## src/rtl/gmii_rate_pkg.sv

```systemverilog
package gmii_rate_pkg;

    localparam int          BYTE_W       = 8;
    localparam logic [7:0]  PRE_BYTE     = 8'h55;
    localparam logic [7:0]  SFD_BYTE     = 8'hD5;
    localparam int          PREAMBLE_MIN = 2;
    localparam int          PAD_W        = $clog2(PREAMBLE_MIN + 1);

    typedef enum logic [1:0] {
        SP_10   = 2'b00,
        SP_100  = 2'b01,
        SP_1000 = 2'b10,
        SP_RSVD = 2'b11
    } speed_e;

    typedef enum logic [1:0] {
        FX_WAIT,
        FX_PRE,
        FX_BODY
    } fix_state_e;

    typedef enum logic [1:0] {
        OS_IDLE,
        OS_PAD,
        OS_SFD,
        OS_DATA
    } out_state_e;

    typedef struct packed {
        logic [BYTE_W-1:0] data;
        logic              err;
        logic [PAD_W-1:0]  pad;
        logic              sfd;
    } slot_t;

endpackage

```

## src/rtl/gmii_rate_speed.sv

```systemverilog
module gmii_rate_speed
    import gmii_rate_pkg::*;
#(
    parameter int REP_MID  = 10,
    parameter int REP_SLOW = 100,
    localparam int CNT_W   = $clog2(REP_SLOW)
) (
    input  logic             clk,
    input  logic             rst_n,
    input  logic [1:0]       speed_sel,
    output logic [CNT_W-1:0] rep_last,
    output logic             rsvd_seen
);

    always_comb begin
        unique case (speed_e'(speed_sel))
            SP_10:   rep_last = CNT_W'(REP_SLOW - 1);
            SP_100:  rep_last = CNT_W'(REP_MID - 1);
            SP_1000: rep_last = '0;
            SP_RSVD: rep_last = '0;
        endcase
    end

    always_ff @(posedge clk) begin
        if (!rst_n)
            rsvd_seen <= 1'b0;
        else if (speed_sel == SP_RSVD)
            rsvd_seen <= 1'b1;
    end

endmodule

```

## src/rtl/gmii_rate_fixer.sv

```systemverilog
module gmii_rate_fixer
    import gmii_rate_pkg::*;
(
    input  logic              clk,
    input  logic              rst_n,
    input  logic              in_stb,
    input  logic              in_en,
    input  logic              in_er,
    input  logic [BYTE_W-1:0] in_data,
    output logic              push,
    output slot_t             push_item
);

    fix_state_e       st, st_n;
    logic [PAD_W-1:0] pre_cnt, pre_cnt_n;

    always_ff @(posedge clk) begin
        if (!rst_n) begin
            st      <= FX_WAIT;
            pre_cnt <= '0;
        end else begin
            st      <= st_n;
            pre_cnt <= pre_cnt_n;
        end
    end

    always_comb begin
        st_n           = st;
        pre_cnt_n      = pre_cnt;
        push           = 1'b0;
        push_item.data = in_data;
        push_item.err  = in_er;
        push_item.pad  = '0;
        push_item.sfd  = 1'b0;
        if (!in_en) begin
            st_n      = FX_WAIT;
            pre_cnt_n = '0;
        end else if (in_stb) begin
            push = 1'b1;
            unique case (st)
                FX_WAIT, FX_PRE: begin
                    if (in_data == PRE_BYTE) begin
                        st_n = FX_PRE;
                        if (pre_cnt != PAD_W'(PREAMBLE_MIN))
                            pre_cnt_n = pre_cnt + 1'b1;
                    end else begin
                        st_n           = FX_BODY;
                        push_item.pad  = PAD_W'(PREAMBLE_MIN) - pre_cnt;
                        push_item.sfd  = (in_data != SFD_BYTE);
                    end
                end
                FX_BODY: st_n = FX_BODY;
                default: st_n = FX_WAIT;
            endcase
        end
    end

endmodule

```

## src/rtl/gmii_rate_fifo.sv

```systemverilog
module gmii_rate_fifo #(
    parameter int W     = 12,
    parameter int DEPTH = 8,
    localparam int AW   = $clog2(DEPTH)
) (
    input  logic         clk,
    input  logic         rst_n,
    input  logic         push,
    input  logic [W-1:0] wdata,
    input  logic         pop,
    output logic [W-1:0] rdata,
    output logic         empty,
    output logic         full
);

    logic [W-1:0] mem [DEPTH];
    logic [AW:0]  wr_ptr, rd_ptr;

    assign empty = (wr_ptr == rd_ptr);
    assign full  = (wr_ptr[AW-1:0] == rd_ptr[AW-1:0]) && (wr_ptr[AW] != rd_ptr[AW]);
    assign rdata = mem[rd_ptr[AW-1:0]];

    always_ff @(posedge clk) begin
        if (!rst_n) begin
            wr_ptr <= '0;
            rd_ptr <= '0;
        end else begin
            if (push && !full)
                wr_ptr <= wr_ptr + 1'b1;
            if (pop && !empty)
                rd_ptr <= rd_ptr + 1'b1;
        end
    end

    always_ff @(posedge clk) begin
        if (push && !full)
            mem[wr_ptr[AW-1:0]] <= wdata;
    end

endmodule

```

## src/rtl/gmii_rate_sched.sv

```systemverilog
module gmii_rate_sched
    import gmii_rate_pkg::*;
#(
    parameter int CNT_W = 7
) (
    input  logic              clk,
    input  logic              rst_n,
    input  logic [CNT_W-1:0]  rep_last,
    input  logic              q_empty,
    input  slot_t             q_head,
    output logic              q_pop,
    output logic              out_valid,
    output logic              out_err,
    output logic [BYTE_W-1:0] out_data,
    output logic [CNT_W-1:0]  rep_cnt
);

    out_state_e       st, st_n;
    logic [CNT_W-1:0] rep_cnt_n;
    logic [PAD_W-1:0] pad_left, pad_left_n;
    slot_t            cur, cur_n;
    logic             last_rep;
    logic             load;

    always_ff @(posedge clk) begin
        if (!rst_n) begin
            st       <= OS_IDLE;
            rep_cnt  <= '0;
            pad_left <= '0;
            cur      <= '0;
        end else begin
            st       <= st_n;
            rep_cnt  <= rep_cnt_n;
            pad_left <= pad_left_n;
            cur      <= cur_n;
        end
    end

    always_comb begin
        st_n       = st;
        rep_cnt_n  = rep_cnt;
        pad_left_n = pad_left;
        cur_n      = cur;
        load       = 1'b0;
        last_rep   = (rep_cnt >= rep_last);
        unique case (st)
            OS_IDLE: load = !q_empty;
            OS_PAD: begin
                if (last_rep) begin
                    rep_cnt_n = '0;
                    if (pad_left > PAD_W'(1))
                        pad_left_n = pad_left - 1'b1;
                    else
                        st_n = cur.sfd ? OS_SFD : OS_DATA;
                end else begin
                    rep_cnt_n = rep_cnt + 1'b1;
                end
            end
            OS_SFD: begin
                if (last_rep) begin
                    rep_cnt_n = '0;
                    st_n      = OS_DATA;
                end else begin
                    rep_cnt_n = rep_cnt + 1'b1;
                end
            end
            OS_DATA: begin
                if (last_rep) begin
                    rep_cnt_n = '0;
                    if (!q_empty)
                        load = 1'b1;
                    else
                        st_n = OS_IDLE;
                end else begin
                    rep_cnt_n = rep_cnt + 1'b1;
                end
            end
        endcase
        if (load) begin
            cur_n      = q_head;
            pad_left_n = q_head.pad;
            rep_cnt_n  = '0;
            if (q_head.pad != '0)
                st_n = OS_PAD;
            else if (q_head.sfd)
                st_n = OS_SFD;
            else
                st_n = OS_DATA;
        end
        q_pop = load;
    end

    always_comb begin
        out_valid = (st != OS_IDLE);
        out_err   = 1'b0;
        unique case (st)
            OS_IDLE: out_data = '0;
            OS_PAD:  out_data = PRE_BYTE;
            OS_SFD:  out_data = SFD_BYTE;
            OS_DATA: begin
                out_data = cur.data;
                out_err  = cur.err;
            end
        endcase
    end

endmodule

```

## src/rtl/gmii_rate_repeater.sv

```systemverilog
module gmii_rate_repeater
    import gmii_rate_pkg::*;
#(
    parameter int REP_MID    = 10,
    parameter int REP_SLOW   = 100,
    parameter int Q_DEPTH    = 8,
    localparam int CNT_W     = $clog2(REP_SLOW),
    localparam int SLOT_W    = $bits(slot_t)
) (
    input  logic       clk,
    input  logic       rst_n,
    input  logic [1:0] speed_sel,
    input  logic       in_stb,
    input  logic       in_en,
    input  logic       in_er,
    input  logic [7:0] in_data,
    output logic       out_valid,
    output logic       out_err,
    output logic [7:0] out_data,
    output logic       speed_rsvd
);

    logic [CNT_W-1:0]  rep_last;
    logic [CNT_W-1:0]  rep_cnt_mon;
    logic              fifo_push, fifo_pop, fifo_empty, fifo_full;
    slot_t             push_item, head_item;
    logic [SLOT_W-1:0] head_raw;

    gmii_rate_speed #(
        .REP_MID  (REP_MID),
        .REP_SLOW (REP_SLOW)
    ) u_speed (
        .clk       (clk),
        .rst_n     (rst_n),
        .speed_sel (speed_sel),
        .rep_last  (rep_last),
        .rsvd_seen (speed_rsvd)
    );

    gmii_rate_fixer u_fixer (
        .clk       (clk),
        .rst_n     (rst_n),
        .in_stb    (in_stb),
        .in_en     (in_en),
        .in_er     (in_er),
        .in_data   (in_data),
        .push      (fifo_push),
        .push_item (push_item)
    );

    gmii_rate_fifo #(
        .W     (SLOT_W),
        .DEPTH (Q_DEPTH)
    ) u_fifo (
        .clk   (clk),
        .rst_n (rst_n),
        .push  (fifo_push),
        .wdata (push_item),
        .pop   (fifo_pop),
        .rdata (head_raw),
        .empty (fifo_empty),
        .full  (fifo_full)
    );

    assign head_item = slot_t'(head_raw);

    gmii_rate_sched #(
        .CNT_W (CNT_W)
    ) u_sched (
        .clk       (clk),
        .rst_n     (rst_n),
        .rep_last  (rep_last),
        .q_empty   (fifo_empty),
        .q_head    (head_item),
        .q_pop     (fifo_pop),
        .out_valid (out_valid),
        .out_err   (out_err),
        .out_data  (out_data),
        .rep_cnt   (rep_cnt_mon)
    );

endmodule

```

## config.mk

```make
export PLATFORM = sky130hd
export DESIGN_NAME = gmii_rate_repeater
export DESIGN_NICKNAME = d
export VERILOG_FILES = /design/src/rtl/gmii_rate_pkg.sv /design/src/rtl/gmii_rate_speed.sv /design/src/rtl/gmii_rate_fixer.sv /design/src/rtl/gmii_rate_fifo.sv /design/src/rtl/gmii_rate_sched.sv /design/src/rtl/gmii_rate_repeater.sv
export SDC_FILE = /design/constraint.sdc
export NUM_CORES = 1
export LEC_CHECK = 0
export ABC_AREA = 1
export BUFFER_PORTS_ARGS = -buffer_cell sky130_fd_sc_hd__buf_2
export CAP_MARGIN = 20
export CORE_MARGIN = 2
export CORE_UTILIZATION = 40
export DETAILED_ROUTE_END_ITERATION = 12
export PLACE_DENSITY = 0.62
export SYNTH_ARGS = -nofsm -noshare
export SYNTH_HDL_FRONTEND = slang
export SYNTH_SLANG_ARGS = --single-unit
```

## constraint.sdc

```tcl
create_clock -name clk -period 2 [get_ports clk]
set_input_delay 0 -clock clk [delete_from_list [all_inputs] [get_ports clk]]
set_output_delay 0 -clock clk [all_outputs]
set_load 0.01 [all_outputs]
```

==> run metrics <==
status complete, no violations; Die ar. 0.0154 mm2; Clock transition at path regs 0.06 ns; via/cell ratio 5.08; Synth Area in Adders 3.68%; detailed-route DRC error count 0; largest net degree at the start of global routing 28; die width 124 um; Overflow after GRT 0; crit-path most repeated cell nand2_1; layout cell share with drive strength beyond 1 16.7%; CTS tree built; peak fanout along the critical path 8; initial antenna violation count 0; Synth Area in Compound Gates 10.7%; clk root buf clkbuf_16; Critical-path top delay cell dfxtp_1; clk_skew 0.00947 ns; arrival time at the worst endpoint 2.18 ns; Worst-Skew Late Latency 0.42 ns; Slew @ Worst Pin 0.931 ns; cells along the critical path ha_4 -> nand2_1 -> nor2_1 -> nand2_1 -> nand3_2 -> nand2_1 -> nand2_2 -> nand2_4 -> buf_4 -> or2_1 -> a21oi_2; Placed Cells 778; Die Y 124 um; Global Route Usage Sum 17.3%; post-layout util 50.6%; startpoint types register; Clock Tree Buf Depth 2; post-synthesis xor/xnor area fraction 1.06%; first-pass GRT wire length 20.7 mm; Initial Utilization 41.3%; Mapped Area 0.00578 mm2; wire length per cell 15.7 um; dominant synthesized flop cell edfxtp_1; simple-gate area share of the yosys netlist 16.7%; largest family of logic cells by synthesized area simple AND/OR/NAND/NOR gates; clock power share 37.9%; antenna viol nets, final 0; RSZ-0062 raised after global routing false; Final Non-Filler Cells 825; Yosys warning total 0; post-synthesis mux area share 0%; HPWL after detailed placement 8.63 mm; Initial DRT Pass Iterations 4; Post-Syn Area per Cell 10.2 um2; LEAKAGE 2.81 nW; Sink Count 133; Reg power frac 39.4%; total power 8.17 mW; Core Rows 43; worst endpoint required time 2.35 ns; Yosys cell types 36; share of the yosys chip area belonging to registers 62.7%; CP Capture Type register; Logic pwr share 22.6%; CTS H-tree lvls 4; aggregate routed wire length 12.9 mm; CTS buffer count 17; Cells after Synth 568; ANT cells 0; PD cells 1150 mW/mm2; Hold Fails Final Rpt 0; Final WS setup 0.171 ns; Switching Share 29.4%; total number of vias 4192; vias in the first global route 4004; Crit Path Category register to register; I/O Pins 26; fmax 0.547 GHz; DR iter-0 viols 307; core area 0.0140 mm2; # port buffers 25; Routability Congestion 0.825; post-synthesis register bit count 133; Setup violations, final 0; post-route setup TNS 0 ns; max_cap viols 0; Post-synth ARST share 0%; cell family with most CP delay simple AND/OR/NAND/NOR gates; CP peak stage delay 0.38 ns; HP Class primary input to register; number of buffers and inverters on the critical path 1; pre-CTS WS 0.0153 ns; Internal 5.76 mW; Area growth syn-to-layout 22.4%; final net count 664; Tmin final 1.83 ns; fill cell count 1263; VDD IR-drop max 0.679 mV; P_sw 2.40 mW; final cycle utilization of the critical path 91.4%; number of flops mapped to enable cells by yosys 96; Slew headroom 37.4%; Final Slew Violations 0; Mapped Nets 600
## power groups by stage
stage,logic [mW],registers [mW],clock network (mW)
4_1_cts,1.80,3.22,3.15
3_3_place_gp,1.73,3.26,0
2_1_floorplan,1.28,3.23,0
5_1_grt,2.08,3.23,3.27
6_report,1.85,3.22,3.10
3_5_place_dp,1.77,3.27,0
## cell usage in the layout, fill, tap and decap left out, types with 14 or more instances in the layout
cell type and n:
buf_2 25, ha_1 15, nand2_1 106, dfxtp_1 34
dlygate4sd3_1 14, clkbuf_16 17, nor2_1 79, o22ai_1 20
edfxtp_1 96, nand3_1 19, o21ai_0 57, buf_4 22
inv_1 44, a21oi_1 16
## cell type report
cell class / count / area [um2] / share of cell area [%]
sequential: 133 / 3630 / 51.2
multi-input combinational: 365 / 1880 / 26.5
timing repair buffer: 68 / 562 / 7.94
clock buffer: 22 / 484 / 6.84
tap: 180 / 225 / 3.18
inverter: 47 / 181 / 2.56
clock inverter: 10 / 120 / 1.70
## cells in the mapped netlist (3+ instances only)
| master | n | area [um2] |
|---|---|---|
| clkbuf_1 | 10 | 37.5 |
| ha_1 | 17 | 213 |
| a21oi_1 | 16 | 80.1 |
| nand3_1 | 19 | 95.1 |
| o21ai_0 | 59 | 295 |
| buf_2 | 9 | 45.0 |
| nor2_1 | 80 | 300 |
| nor3_1 | 3 | 15.0 |
| o21ai_1 | 5 | 25.0 |
| nand2_1 | 107 | 402 |
| xor2_1 | 3 | 26.3 |
| edfxtp_1 | 96 | 2880 |
| buf_6 | 3 | 33.8 |
| o22ai_1 | 20 | 125 |
| a31oi_1 | 10 | 62.6 |
| inv_2 | 3 | 11.3 |
| xnor2_1 | 4 | 35.0 |
| inv_1 | 44 | 165 |
| dfxtp_1 | 37 | 741 |
## sequential cells by signal, indices dropped and copies added, names as in the netlist, named ones only
signal	flops
u_fifo.rd_ptr	4
u_fixer.st	2
u_sched.st	2
u_sched.rep_cnt	7
u_fifo.wr_ptr	4
u_speed.rsvd_seen	1
u_fixer.pre_cnt	2
u_fifo.mem	96
u_sched.cur	10
u_sched.pad_left	2
## layer usage
metal / track usage, % / up-vias / part of all wire [%]
li1: - / 2075 / -
met1: 23.1 / 2007 / 47
met2: 27.2 / 94 / 47
met3: 4.30 / 16 / 4.6
met4: 6.68 / 0 / 1.3
met5: 0 / - / 0
## through the flow
stage | instance area (um2) | hold WS (ns)
after global placement | 6290 | 0.266
after CTS | 7040 | 0.00337
after global routing | 7080 | 0.0243
after detailed placement | 6290 | 0.285
after floorplan | 5780 | 0.0989
final | 7080 | 0.0271
## repair_timing
| item | CTS | global route |
|---|---|---|
| setup endpoints to repair | 0 | 25 |
| buffers inserted | 0 | 1 |
| endpoints found under the hold margin | 77 | 0 |
| gates resized for setup | 0 | 13 |
| hold buffers | 14 | 0 |
## worst register-to-register path, delay by kind of cell, from the launching register on
| family | cells | cell delay (ns) |
|---|---|---|
| buffers and inverters | 1 | 0.17 |
| flip-flops | 1 | 0.38 |
| AO/OA/AOI/OAI | 1 | 0.12 |
| adder cells (fa/ha/maj) | 1 | 0.30 |
| AND/OR/NAND/NOR | 8 | 0.79 |
## cells by family after synthesis
logic type	Yosys count
adder cells (fa/ha/maj)	17
AND/OR/NAND/NOR	227
flip-flops	133
XOR/XNOR	7
AO/OA/AOI/OAI	114
buffers and inverters	70
## worst paths after layout
check / startpoint / end / slack, ns / depth (start not counted)
hold reg to reg: u_fixer.pre_cnt[0] / u_fixer.pre_cnt[0] / 0.46 / 1
setup / recovery: u_sched.rep_cnt[1] / u_sched.pad_left[1] / 0.17 / 11
hold / removal: rst_n / u_sched.st[0] / 0.03 / 3
setup reg to reg: u_sched.rep_cnt[1] / u_sched.pad_left[1] / 0.17 / 11
No activity file was read; power rests on OpenSTA's default activity.
